===== src/rtl/predgate_pkg.sv =====
`timescale 1ns/1ps
package predgate_pkg;
  localparam int CODE_W = 4;
  localparam int FLAG_W = 4;

  typedef enum logic [CODE_W-1:0] {
    PRED_ZERO    = 4'd0,
    PRED_NONZERO = 4'd1,
    PRED_CARRY   = 4'd2,
    PRED_NOCARRY = 4'd3,
    PRED_NEG     = 4'd4,
    PRED_NONNEG  = 4'd5,
    PRED_OVF     = 4'd6,
    PRED_NOOVF   = 4'd7,
    PRED_UGT     = 4'd8,
    PRED_ULE     = 4'd9,
    PRED_SGE     = 4'd10,
    PRED_SLT     = 4'd11,
    PRED_SGT     = 4'd12,
    PRED_SLE     = 4'd13,
    PRED_ALWAYS  = 4'd14,
    PRED_RSVD    = 4'd15
  } pred_code_e;

  typedef struct packed {
    logic neg;
    logic zero;
    logic carry;
    logic ovf;
  } flag_vec_t;
endpackage


===== src/rtl/predgate_flag_reg.sv =====
`timescale 1ns/1ps
module predgate_flag_reg
  import predgate_pkg::*;
(
  input  logic      clk,
  input  logic      rst,
  input  logic      load,
  input  flag_vec_t d,
  output flag_vec_t q
);
  always_ff @(posedge clk) begin
    if (rst)       q <= '0;
    else if (load) q <= d;
  end
endmodule


===== src/rtl/predgate_eval.sv =====
`timescale 1ns/1ps
module predgate_eval
  import predgate_pkg::*;
(
  input  logic [CODE_W-1:0] code,
  input  flag_vec_t         flags,
  output logic              pass,
  output logic              rsvd
);
  localparam int NCODES = 1 << CODE_W;
  localparam int NPAIRS = (NCODES - 2) / 2;

  // One base term per even code; the odd neighbour is its complement.
  logic [NPAIRS-1:0] base;
  logic [NCODES-1:0] hit;
  logic              sgn_eq;

  always_comb begin
    sgn_eq  = (flags.neg == flags.ovf);
    base    = '0;
    base[0] = flags.zero;
    base[1] = flags.carry;
    base[2] = flags.neg;
    base[3] = flags.ovf;
    base[4] = flags.carry & ~flags.zero;
    base[5] = sgn_eq;
    base[6] = ~flags.zero & sgn_eq;
  end

  for (genvar p = 0; p < NPAIRS; p++) begin : g_pair
    assign hit[2*p]   = base[p];
    assign hit[2*p+1] = ~base[p];
  end

  assign hit[NCODES-2] = 1'b1;
  assign hit[NCODES-1] = 1'b0;

  assign pass = hit[code];
  assign rsvd = (code == PRED_RSVD);
endmodule


===== src/rtl/predgate_out_stage.sv =====
`timescale 1ns/1ps
module predgate_out_stage (
  input  logic clk,
  input  logic rst,
  input  logic pass_d,
  input  logic rsvd_d,
  output logic pass_q,
  output logic rsvd_q
);
  always_ff @(posedge clk) begin
    if (rst) begin
      pass_q <= 1'b0;
      rsvd_q <= 1'b0;
    end else begin
      pass_q <= pass_d;
      rsvd_q <= rsvd_d;
    end
  end
endmodule


===== src/rtl/predgate_unit.sv =====
`timescale 1ns/1ps
module predgate_unit
  import predgate_pkg::*;
#(
  parameter int INSTR_W = 32
) (
  input  logic               clk,
  input  logic               rst,
  input  logic               flag_we,
  input  logic [FLAG_W-1:0]  flag_in,
  input  logic [INSTR_W-1:0] instr,
  output logic [FLAG_W-1:0]  flags_q,
  output logic               exec_ok,
  output logic               rsvd_code
);
  localparam int CODE_LSB = INSTR_W - CODE_W;

  flag_vec_t         flag_cur;
  logic [CODE_W-1:0] code;
  logic              pass_c;
  logic              rsvd_c;
  logic              unused_low;

  assign code       = instr[INSTR_W-1:CODE_LSB];
  assign unused_low = ^instr[CODE_LSB-1:0];

  predgate_flag_reg u_flags (
    .clk  (clk),
    .rst  (rst),
    .load (flag_we),
    .d    (flag_vec_t'(flag_in)),
    .q    (flag_cur)
  );

  predgate_eval u_eval (
    .code  (code),
    .flags (flag_cur),
    .pass  (pass_c),
    .rsvd  (rsvd_c)
  );

  predgate_out_stage u_out (
    .clk    (clk),
    .rst    (rst),
    .pass_d (pass_c),
    .rsvd_d (rsvd_c),
    .pass_q (exec_ok),
    .rsvd_q (rsvd_code)
  );

  assign flags_q = flag_cur;
endmodule


===== config.mk =====
export PLATFORM = sky130hd
export DESIGN_NAME = predgate_unit
export DESIGN_NICKNAME = d
export VERILOG_FILES = /design/src/rtl/predgate_pkg.sv /design/src/rtl/predgate_flag_reg.sv /design/src/rtl/predgate_eval.sv /design/src/rtl/predgate_out_stage.sv /design/src/rtl/predgate_unit.sv
export SDC_FILE = /design/constraint.sdc
export NUM_CORES = 1
export LEC_CHECK = 0
export BUFFER_PORTS_ARGS = -buffer_cell sky130_fd_sc_hd__buf_2
export CAP_MARGIN = 40
export CORE_AREA = 3 3 40 42
export DETAILED_ROUTE_END_ITERATION = 10
export DIE_AREA = 0 0 43 45
export GPL_TIMING_DRIVEN = 0
export HOLD_SLACK_MARGIN = 0.02
export PLACE_DENSITY = 0.73
export SKIP_CTS_REPAIR_TIMING = 1
export SLEW_MARGIN = 20
export SYNTH_ARGS = -nofsm -noshare
export SYNTH_HDL_FRONTEND = slang
export SYNTH_SLANG_ARGS = --single-unit

===== constraint.sdc =====
create_clock -name clk -period 3.2 [get_ports clk]
set_input_delay 0.16 -clock clk [delete_from_list [all_inputs] [get_ports clk]]
set_output_delay 0.16 -clock clk [all_outputs]
set_load 0.1 [all_outputs]

======== Yosys cells after proc, flatten, opt, wreduce, memory -nomap -nowiden ========
Cells that the tools add are included.
storage, ports and cells
  register bits after elaboration ......... 6
  bits of input ports ..................... 39
  output and inout port bits .............. 6
  word-level logic and storage cells ...... 20
cells by class
  $lt $le $gt $ge ......................... 1
  equal/unequal tests ..................... 2
  multiplexer cells ....................... 2
  bitwise operators ....................... 9
operators with widths
  kind                                                        count
  NOT 1 bit                                                   7
  less-than comparator 4 x 5 -> 1 bit, second input constant  1
  binary-select mux 1 bit (select 4 bit)                      1
  == test 4 bit, second input constant                        1
  bitwise AND 1 bit                                           2
  == test 1 bit                                               1
  two-way mux 1 bit                                           1

======== Depth between registers and ports, before layout ========
Gate-level depths: netlist of the first run.
  word-level depth ........................ 5
  gate-level depth with buffers ........... 5
  depth with buffers taken out ............ 4

======== By module ========
Synthesis of the first run repeated with hierarchy kept, for this count alone.
second synthesis, totals
  cell total of the unflattened synthesis .. 29
  area, all modules ....................... 285.3 µm²
by module, submodules not included
  module              times used  cells each  area each (µm²)  seq. area each (µm²)
  predgate_flag_reg   1           13          140.1            80.1
  predgate_eval       1           12          92.6             0.0
  predgate_out_stage  1           4           52.6             40.0

======== Least setup slack after synthesis of the first run ========
OpenSTA, ideal clock, no wires.
  path kind ............................... reg2reg
  start point ............................. register u_flags.q[3] (netlist name)
  end point ............................... register u_out.pass_q
  setup time .............................. 123 ps
  data arrival time ....................... 1829 ps
  required time ........................... 3077 ps
  path slack .............................. 1248 ps
  stages on the path, launching flop included .. 5
  path buffers ............................ 0
  clock period less this slack ............ 1952 ps
  cells stage by stage .................... dfxtp_1 xor2_1 nand2_1 a311oi_1 mux2_1
on the way
  cells in the longest elaborated chain, start to end .. 5
  elaborated cells on any way between the ends .. 7
  those cells by class .................... eq/ne (1); mux (2); bitwise (4)
RTL lines
  what                                       RTL line                  RTL
  start: declaration                         predgate_flag_reg.sv:9    output flag_vec_t q
  start signal: assignment                   predgate_flag_reg.sv:12   if (rst) q <= '0;
  start signal: assignment                   predgate_flag_reg.sv:13   else if (load) q <= d;
  == test 1 bit                              predgate_eval.sv:19       sgn_eq = (flags.neg == flags.ovf);
  bitwise AND 1 bit                          predgate_eval.sv:27       base[6] = ~flags.zero & sgn_eq;
  NOT 1 bit                                  predgate_eval.sv:32       assign hit[2*p+1] = ~base[p];
  binary-select mux 1 bit (select 4 bit) *   predgate_eval.sv:38       assign pass = hit[code];
  two-way mux 1 bit (implied by the code) *  predgate_eval.sv:38
  end signal: assignment                     predgate_out_stage.sv:15  pass_q <= pass_d;
  end: declaration                           predgate_out_stage.sv:7   output logic pass_q,
Every way passes the cells marked *; elsewhere a longest branch is shown, timed or not. The select of a mux whose other input is x is not followed.
A chain may end at the register's enable or synchronous reset.

======== Worst setup path in the final report of the first run ========
Ends and elaborated chain as after synthesis.

==> results.py, run 1 <==
metrics = {
    "min_path": {
        "hold_class": "primary input to flop",
    },
    "clock_tree": {
        "clk_pin_slew_ns": 0.04,
        "cts_buffers": 3,
        "clk_latency_ns": 0.24,
        "cts_num_sinks": 6,
        "cts_tree": "yes",
        "clk_path_buf_depth": 2,
        "clock-root-buffer": "clkbuf_4",
        "h-tree-depth": 1,
    },
    "drt": {
        "drt-initial-drc-count": 0,
        "via_per_inst": 4.29,
        "drc": 0,
        "drt_wl_total_um": 624,
        "dr_total_vias": 270,
        "avgRoutedWirePerCell_um": 9.90,
        "first_pass_iters": 1,
        "drtAntennaViolNets": 0,
    },
    "worst_setup_path": {
        "required_ns": 3.32,
        "critical-path-top-delay-family": "flip-flops",
        "worstPathMaxFanout": 4,
        "crit_buf_inv": 0,
        "worstSetupEndpointType": "flop",
        "arrival_ns": 1.47,
        "path_class": "flop to flop",
        "cp_slowest_stage_delay_ns": 0.38,
        "startpoint_type": "flop",
        "cpMaxStageDelayCell": "dfxtp_1",
        "path_cells": "xor2_1, nand2_1, a311oi_1, mux2_1",
    },
    "sta": {
        "fin_setup_tns_ns": 0,
        "post-route-min-period_ns": 1.35,
        "fmax_mhz": 743,
        "worst_hold_slack_ns": 0.156,
        "worst_pin_slew_ns": 0.484,
        "finClkSkew_ns": 0.000218,
        "relSlewSlack_pct": 67.9,
        "hold_viol": 0,
        "rsz0062_at_grt": "no",
        "finalSetupViolations": 0,
        "period_share_pct": 42.1,
        "drv_slew": 0,
    },
    "die": {
        "initial_utilization_pct": 23.0,
        "ios": 45,
        "coreArea_um2": 1280,
        "row_count": 13,
        "die-height_um": 45,
        "dieArea_um2": 1940,
        "die_x_um": 43,
    },
    "power": {
        "leakage_nw": 0.209,
        "vdd_drop_max_uv": 187,
        "powerDensity_nw_per_um2": 520,
        "total_power_mw": 0.211,
    },
    "status": {
        "status": "complete, no violations",
    },
    "synth": {
        "yosys.area.top_type_share_pct": 40.7,
        "synthesis.area_um2": 295,
        "synth_area_leader_cell": "dfxtp_1",
        "syn_nets": 70,
        "ys_types": 14,
        "synth_seq_cells": 6,
        "synth.avg_cell_area_um2": 9.53,
        "synth.top_cells.by_area": "dfxtp_1 (41%), mux2i_1 (20%), nor2_1 (8.9%)",
        "netlist_instances": 31,
        "ys.warnings.count": 0,
        "seq_area_frac_synth_pct": 40.7,
    },
    "global_routing": {
        "track_usage_pct": 7.41,
        "grt_pass1_wl_um": 1040,
        "overflow": 0,
        "antenna_found_initial": 0,
        "grt_pass1_vias": 261,
        "grt_max_degree": 8,
    },
    "final_layout": {
        "synthToLayoutAreaGrowth_pct": 37.7,
        "utilization_pct": 31.6,
        "antennaDiodeCount": 0,
        "design_area_um2": 407,
        "finalNetCount": 89,
        "drive_gt1_share_pct": 37.5,
    },
    "place": {
        "dpl-instance-area_um2": 384,
        "portBuffers": 14,
        "gp_congestion": 0.612,
        "dp_hpwl_um": 523,
    },
    "run": {
        "cap_violations": 0,
    },
}
## cell usage after synthesis
cell type,n
nor3_1,1
nor2_1,7
clkbuf_1,1
buf_6,1
o21bai_1,1
xor2_1,2
mux2_1,1
nand2_1,1
dfxtp_1,6
nor2b_1,1
nand4_1,1
a311oi_1,1
mux2i_1,6
nor3b_1,1
## layer usage
metal	vias to the layer above	part of all wire [%]	track usage, %
met4	0	0.64	9.04
li1	141	-	-
met5	-	0	0
met1	119	40	7.23
met2	8	49	11.4
met3	2	10	2.39
## final timing paths
kind | endpoint | cells after the start | startpoint | slack [ns]
worst min-delay path | u_flags.q[2] | 3 | flag_in[2] | 0.16
worst max-delay path | u_out.pass_q | 4 | u_flags.q[3] | 1.85
worst min register to register | u_flags.q[1] | 2 | u_flags.q[1] | 0.54
worst max register to register | u_out.pass_q | 4 | u_flags.q[3] | 1.85
## state kept, by name, indices dropped and copies added (netlist names)
| signal | flops |
|---|---|
| u_out.rsvd_q | 1 |
| u_out.pass_q | 1 |
| u_flags.q | 4 |
## layout by cell type, fill, tap and decap left out, drive strengths merged
cell type	count
a311oi	1
nor2b	1
clkbuf	4
mux2	1
nor2	7
xor2	2
o21bai	1
nand4	1
nor3	1
nand2	1
buf	15
mux2i	6
dfxtp	6
nor3b	1
## power breakdown
part	switching, mW	internal, mW	total, mW
Clock	0.0254	0.0423	0.0677
Sequential	0.00321	0.0795	0.0827
Combinational	0.0445	0.0164	0.0608
## worst register-to-register path, cell delays in order (launching register included)
cell and delay (ns):
dfxtp_1 0.38, xor2_1 0.15, nand2_1 0.06, a311oi_1 0.29, mux2_1 0.35
## final cells by class
cell class / count / area [um2]
fillers: 144 / 878
multi-input cells: 23 / 160
flip-flops and latches: 6 / 120
repair buffers: 14 / 70.1
clock buffers: 3 / 22.5
well taps: 15 / 18.8
plain buffers: 2 / 15.0
## stage by stage
stage	cells	setup slack, ns
final	63	1.85
after global routing	63	1.75
after CTS	63	1.83
after detailed placement	60	1.84
after global placement	60	1.84
after floorplan	31	1.25
## cell families after synthesis
kind of cell              count (synthesis)  share of synthesized area, %
AOI/OAI and AO/OA                         2                          5.51
buffers and inverters                     2                          5.08
and+or+nand+nor                          12                          18.6
muxes                                     7                          24.2
xor gates and xnor gates                  2                          5.93
DFF                                       6                          40.7
No activity file was read; power rests on OpenSTA's default activity.
==> run 2: changes to the inputs <==
- ABC_AREA: unset -> 1
- PLACE_DENSITY: 0.73 -> 0.74
- clock period: 3.2 -> 1.24 ns (I/O delays scaled with it)
==> results.py, run 2 <==
metrics = {
    "drt": {
        "dr_total_vias": 352,
        "avgRoutedWirePerCell_um": 8.83,
        "drc": 0,
        "drt_wl_total_um": 733,
        "drt-initial-drc-count": 4,
        "via_per_inst": 4.24,
        "first_pass_iters": 4,
        "drtAntennaViolNets": 0,
    },
    "power": {
        "p_comb_share_pct": 30.5,
        "p_sw_mw": 0.218,
        "vdd_drop_max_uv": 506,
        "leakage_nw": 0.243,
        "power.internal_mw": 0.368,
        "pwr-share-clk_pct": 32.7,
        "p_sw_share_pct": 37.2,
        "powerDensity_nw_per_um2": 1320,
        "seqPwrFrac_pct": 36.8,
    },
    "worst_setup_path": {
        "critical-path-top-delay-family": "buffers and inverters",
        "startpoint_type": "flop",
        "worstSetupEndpointType": "primary output",
        "cp_slowest_stage_delay_ns": 0.43,
        "required_ns": 1.18,
        "cpMaxStageDelayCell": "buf_2",
        "path_cells": "buf_2",
        "reg2reg_slack_ns": 0.30,
        "crit_buf_inv": 1,
        "arrival_ns": 1.02,
        "worstPathMaxFanout": 4,
        "path_class": "flop to primary output",
    },
    "clock_tree": {
        "cts_tree": "yes",
        "clock-root-buffer": "clkbuf_4",
        "clk_latency_ns": 0.24,
        "cts_num_sinks": 6,
        "clk_pin_slew_ns": 0.05,
        "h-tree-depth": 1,
        "cts_buffers": 3,
        "clk_path_buf_depth": 2,
    },
    "die": {
        "die_x_um": 43,
        "initial_utilization_pct": 24.0,
        "die-height_um": 45,
        "coreArea_um2": 1280,
        "row_count": 13,
        "dieArea_um2": 1940,
        "ios": 45,
    },
    "sta": {
        "period_share_pct": 87.4,
        "fmax_mhz": 922,
        "finClkSkew_ns": 0.00862,
        "relSlewSlack_pct": 67.5,
        "finalSetupViolations": 0,
        "worst_pin_slew_ns": 0.491,
        "drv_slew": 0,
        "hold_viol": 0,
        "worst_slack_ns": 0.156,
        "post-route-min-period_ns": 1.08,
        "rsz0062_at_grt": "no",
        "fin_setup_tns_ns": 0,
    },
    "final_layout": {
        "layout_commonest_cell": "buf_2",
        "regMostFlops": "u_flags.q",
        "seqCellArea_um2": 130,
        "layout_common_cells": "buf_2 (16), nand2_1 (13), inv_1 (7), nor2_1 (6), o21ai_0 (4)",
        "antennaDiodeCount": 0,
        "drive_gt1_share_pct": 39.7,
        "num-fill-cells": 141,
        "synthToLayoutAreaGrowth_pct": 43.9,
        "multiInputGateArea_um2": 158,
        "top_regs": "u_flags.q: 4 flops, u_out.pass_q: 1 flops, u_out.rsvd_q: 1 flops",
        "fin_cells": 83,
        "finalNetCount": 108,
        "largest_register_ffs": 4,
    },
    "synth": {
        "synth_area_leader_cell": "dfxtp_1",
        "synth_most_common_cell": "nand2_1",
        "yosys.area_share.simple_pct": 39.8,
        "ys.warnings.count": 0,
        "async_flop_share_pct": 0,
        "ys_types": 11,
        "muxShareOfSynthArea_pct": 0,
        "synth_top_family_by_area": "simple AND/OR/NAND/NOR gates",
        "synth_top_flop_cell": "dfxtp_1",
        "synthesis.area_um2": 308,
        "synth.top_cells.by_area": "dfxtp_1 (39%), nand2_1 (16%), inv_1 (8.5%)",
        "synth_xor_area_share_pct": 0,
        "synth_fa_ha_area_share_pct": 0,
        "seq_area_frac_synth_pct": 39.0,
        "yosys.area.top_type_share_pct": 39.0,
        "synth_edf_count": 0,
        "netlist_instances": 48,
        "syn_nets": 87,
        "synth_seq_cells": 6,
        "synth.avg_cell_area_um2": 6.41,
        "synthTopCellsByCount": "nand2_1 (13), inv_1 (7), dfxtp_1 (6), nor2_1 (6), o21ai_0 (4)",
        "synth_compound_gate_area_share_pct": 11.4,
    },
    "global_routing": {
        "antenna_found_initial": 0,
        "grt_pass1_wl_um": 1170,
        "grt_max_degree": 7,
        "track_usage_pct": 8.08,
        "overflow": 0,
        "grt_pass1_vias": 319,
    },
    "place": {
        "dpl_worst_slack_ns": 0.327,
        "gp_congestion": 0.688,
        "dp_hpwl_um": 610,
        "place_inst": 79,
        "portBuffers": 16,
    },
    "run": {
        "cap_violations": 0,
    },
    "min_path": {
        "hold_class": "primary input to flop",
    },
    "status": {
        "status": "complete, no violations",
    },
}
==> run 2: cell types whose count changed after synthesis, sizes merged, moves of 2 or more <==
cell	delta
nand3	+5
nand2	+13
mux2i	-6
a21oi	+3
xor2	-2
o21ai	+4
inv	+8
==> run 2: area by class of cell <==
class | count | share of cell area (%)
multi-input combinational | 34 | 35.6
sequential | 6 | 29.4
clock buffer | 4 | 5.93
inverter | 8 | 6.78
timing repair buffer | 16 | 18.1
tap | 15 | 4.24
==> run 2: stage by stage <==
stage	instance area [um2]	utilization [%]	hold WS (ns)	power (mW)
3_3_place_gp	417	32.4	0.254	0.395
6_report	443	34.5	0.0118	0.586
2_1_floorplan	318	-	0.139	0.356
4_1_cts	443	34.5	0.00817	0.593
5_1_grt	443	34.5	0.0224	0.616
3_5_place_dp	417	32.4	0.258	0.398
==> run 2: logic make-up (layout without fill, tap and decap cells) <==
family / count (synthesis) / after routing
AO/OA/AOI/OAI: 7 / 7
buffers and inverters: 8 / 28
flip-flops: 6 / 6
AND/OR/NAND/NOR: 27 / 27
==> run 2: worst paths after layout <==
kind	cells after the start	end	start
worst min register to register	2	u_flags.q[3]	u_flags.q[3]
worst max register to register	7	u_out.pass_q	u_flags.q[0]
worst max-delay path	1	flags_q[1]	u_flags.q[1]
worst min-delay path	2	u_out.rsvd_q	rst
==> run 2: worst register-to-register path, stage by stage, from the launching register on <==
cell,delay [ns]
dfxtp_4,0.35
inv_1,0.05
nand2_1,0.05
nand2_1,0.05
nand2_1,0.05
nand2_1,0.07
a21oi_1,0.14
nor2_1,0.06
==> run 2: power groups by stage <==
stage	clock network [mW]	logic [mW]	registers, mW
floorplan	0	0.0455	0.311
global placement	0	0.176	0.219
detailed placement	0	0.179	0.219
CTS	0.198	0.180	0.216
global route	0.207	0.191	0.217
finish	0.192	0.178	0.216
==> run 2: routing by layer <==
metal	wire length, um	track usage, %	share of wire [%]
met1	318	8.94	43
met4	0	5.42	0
met5	0	0	0
met3	65	3.59	8.9
met2	349	12.6	48
==> run 3: changes to the inputs <==
- PLACE_DENSITY: 0.74 -> unset
- PLACE_DENSITY_LB_ADDON: unset -> 0.3
==> results.py, run 3 (synthesis gave the netlist of run 2 again) <==
metrics = {
    "sta": {
        "relSlewSlack_pct": 67.7,
        "fmax_mhz": 921,
        "finalSetupViolations": 0,
        "post-route-min-period_ns": 1.09,
        "fin_setup_tns_ns": 0,
        "hold_viol": 0,
        "rsz0062_at_grt": "no",
        "worst_pin_slew_ns": 0.488,
        "drv_slew": 0,
        "finClkSkew_ns": 0.0133,
        "period_share_pct": 87.6,
    },
    "drt": {
        "drc": 0,
        "dr_total_vias": 356,
        "first_pass_iters": 4,
        "drt_wl_total_um": 750,
        "avgRoutedWirePerCell_um": 8.93,
        "drt-initial-drc-count": 3,
        "drtAntennaViolNets": 0,
        "via_per_inst": 4.24,
    },
    "final_layout": {
        "synthToLayoutAreaGrowth_pct": 47.2,
        "layout_commonest_cell": "buf_2",
        "drive_gt1_share_pct": 39.1,
        "top_regs": "u_flags.q: 4 flops, u_out.pass_q: 1 flops, u_out.rsvd_q: 1 flops",
        "design_area_um2": 453,
        "regMostFlops": "u_flags.q",
        "largest_register_ffs": 4,
        "antennaDiodeCount": 0,
        "layout_common_cells": "buf_2 (16), nand2_1 (13), inv_1 (7), nor2_1 (6), o21ai_0 (4)",
        "num-fill-cells": 142,
        "finalNetCount": 109,
    },
    "min_path": {
        "hold_class": "primary input to flop",
    },
    "run": {
        "cap_violations": 0,
    },
    "worst_setup_path": {
        "startpoint_type": "flop",
        "crit_buf_inv": 1,
        "cp_slowest_stage_delay_ns": 0.43,
        "worstSetupEndpointType": "primary output",
        "required_ns": 1.18,
        "cpMaxStageDelayCell": "buf_2",
        "path_cells": "buf_2",
        "arrival_ns": 1.02,
        "path_class": "flop to primary output",
        "critical-path-top-delay-family": "buffers and inverters",
        "worstPathMaxFanout": 3,
    },
    "global_routing": {
        "grt_max_degree": 7,
        "overflow": 0,
        "grt_pass1_wl_um": 1230,
        "antenna_found_initial": 0,
        "track_usage_pct": 8.75,
        "grt_pass1_vias": 331,
    },
    "die": {
        "die_x_um": 43,
        "dieArea_um2": 1940,
        "row_count": 13,
        "die-height_um": 45,
        "initial_utilization_pct": 24.0,
        "ios": 45,
        "coreArea_um2": 1280,
    },
    "power": {
        "total_power_mw": 0.595,
        "vdd_drop_max_uv": 431,
        "powerDensity_nw_per_um2": 1310,
        "leakage_nw": 0.247,
    },
    "clock_tree": {
        "h-tree-depth": 1,
        "clk_path_buf_depth": 2,
        "cts_num_sinks": 6,
        "cts_buffers": 3,
        "clk_latency_ns": 0.25,
        "cts_tree": "yes",
        "clock-root-buffer": "clkbuf_4",
        "clk_pin_slew_ns": 0.06,
    },
    "place": {
        "gp_congestion": 0.680,
        "dpl-instance-area_um2": 417,
        "portBuffers": 16,
        "dp_hpwl_um": 634,
    },
    "status": {
        "status": "complete, no violations",
    },
}
run 3: final cells by class:
cell class	count	area (um2)	share of cell area, %
clock buffer	4	26.3	5.80
inverter	8	30.0	6.63
multi-input combinational	34	158	34.8
sequential	6	130	28.7
tap	15	18.8	4.14
timing repair buffer	17	90.1	19.9
run 3: per-layer routing:
metal / track usage [%] / wire, um / vias to the layer above / part of all wire [%]
li1: - / - / 193 / -
met5: 0 / 0 / - / 0
met1: 8.70 / 323 / 152 / 43
met4: 9.04 / 16 / 0 / 2.1
met3: 1.99 / 37 / 2 / 4.9
met2: 14.7 / 372 / 9 / 50
run 3: power by group:
group,leakage [nW],switching (mW),internal [mW]
registers,0.0515,0.00891,0.206
clock network,0.0150,0.0776,0.122
logic,0.180,0.138,0.0420
run 3: worst paths after layout:
check	startpoint	end	slack [ns]	cells after the start
worst max-delay path	u_flags.q[2]	flags_q[2]	0.15	1
worst max register to register	u_flags.q[2]	u_out.pass_q	0.32	6
worst min-delay path	flag_in[2]	u_flags.q[2]	0.04	3
worst min register to register	u_flags.q[3]	u_flags.q[3]	0.50	2
run 3: stage by stage:
stage	std cells	hold WS, ns	worst slack, ns	utilization [%]
after floorplan	48	0.139	0.00313	-
after global placement	79	0.246	0.323	32.4
after detailed placement	79	0.247	0.321	32.4
after CTS	83	-0.00958	0.139	34.5
after global routing	84	0.0575	0.115	35.2
final	84	0.0443	0.154	35.2
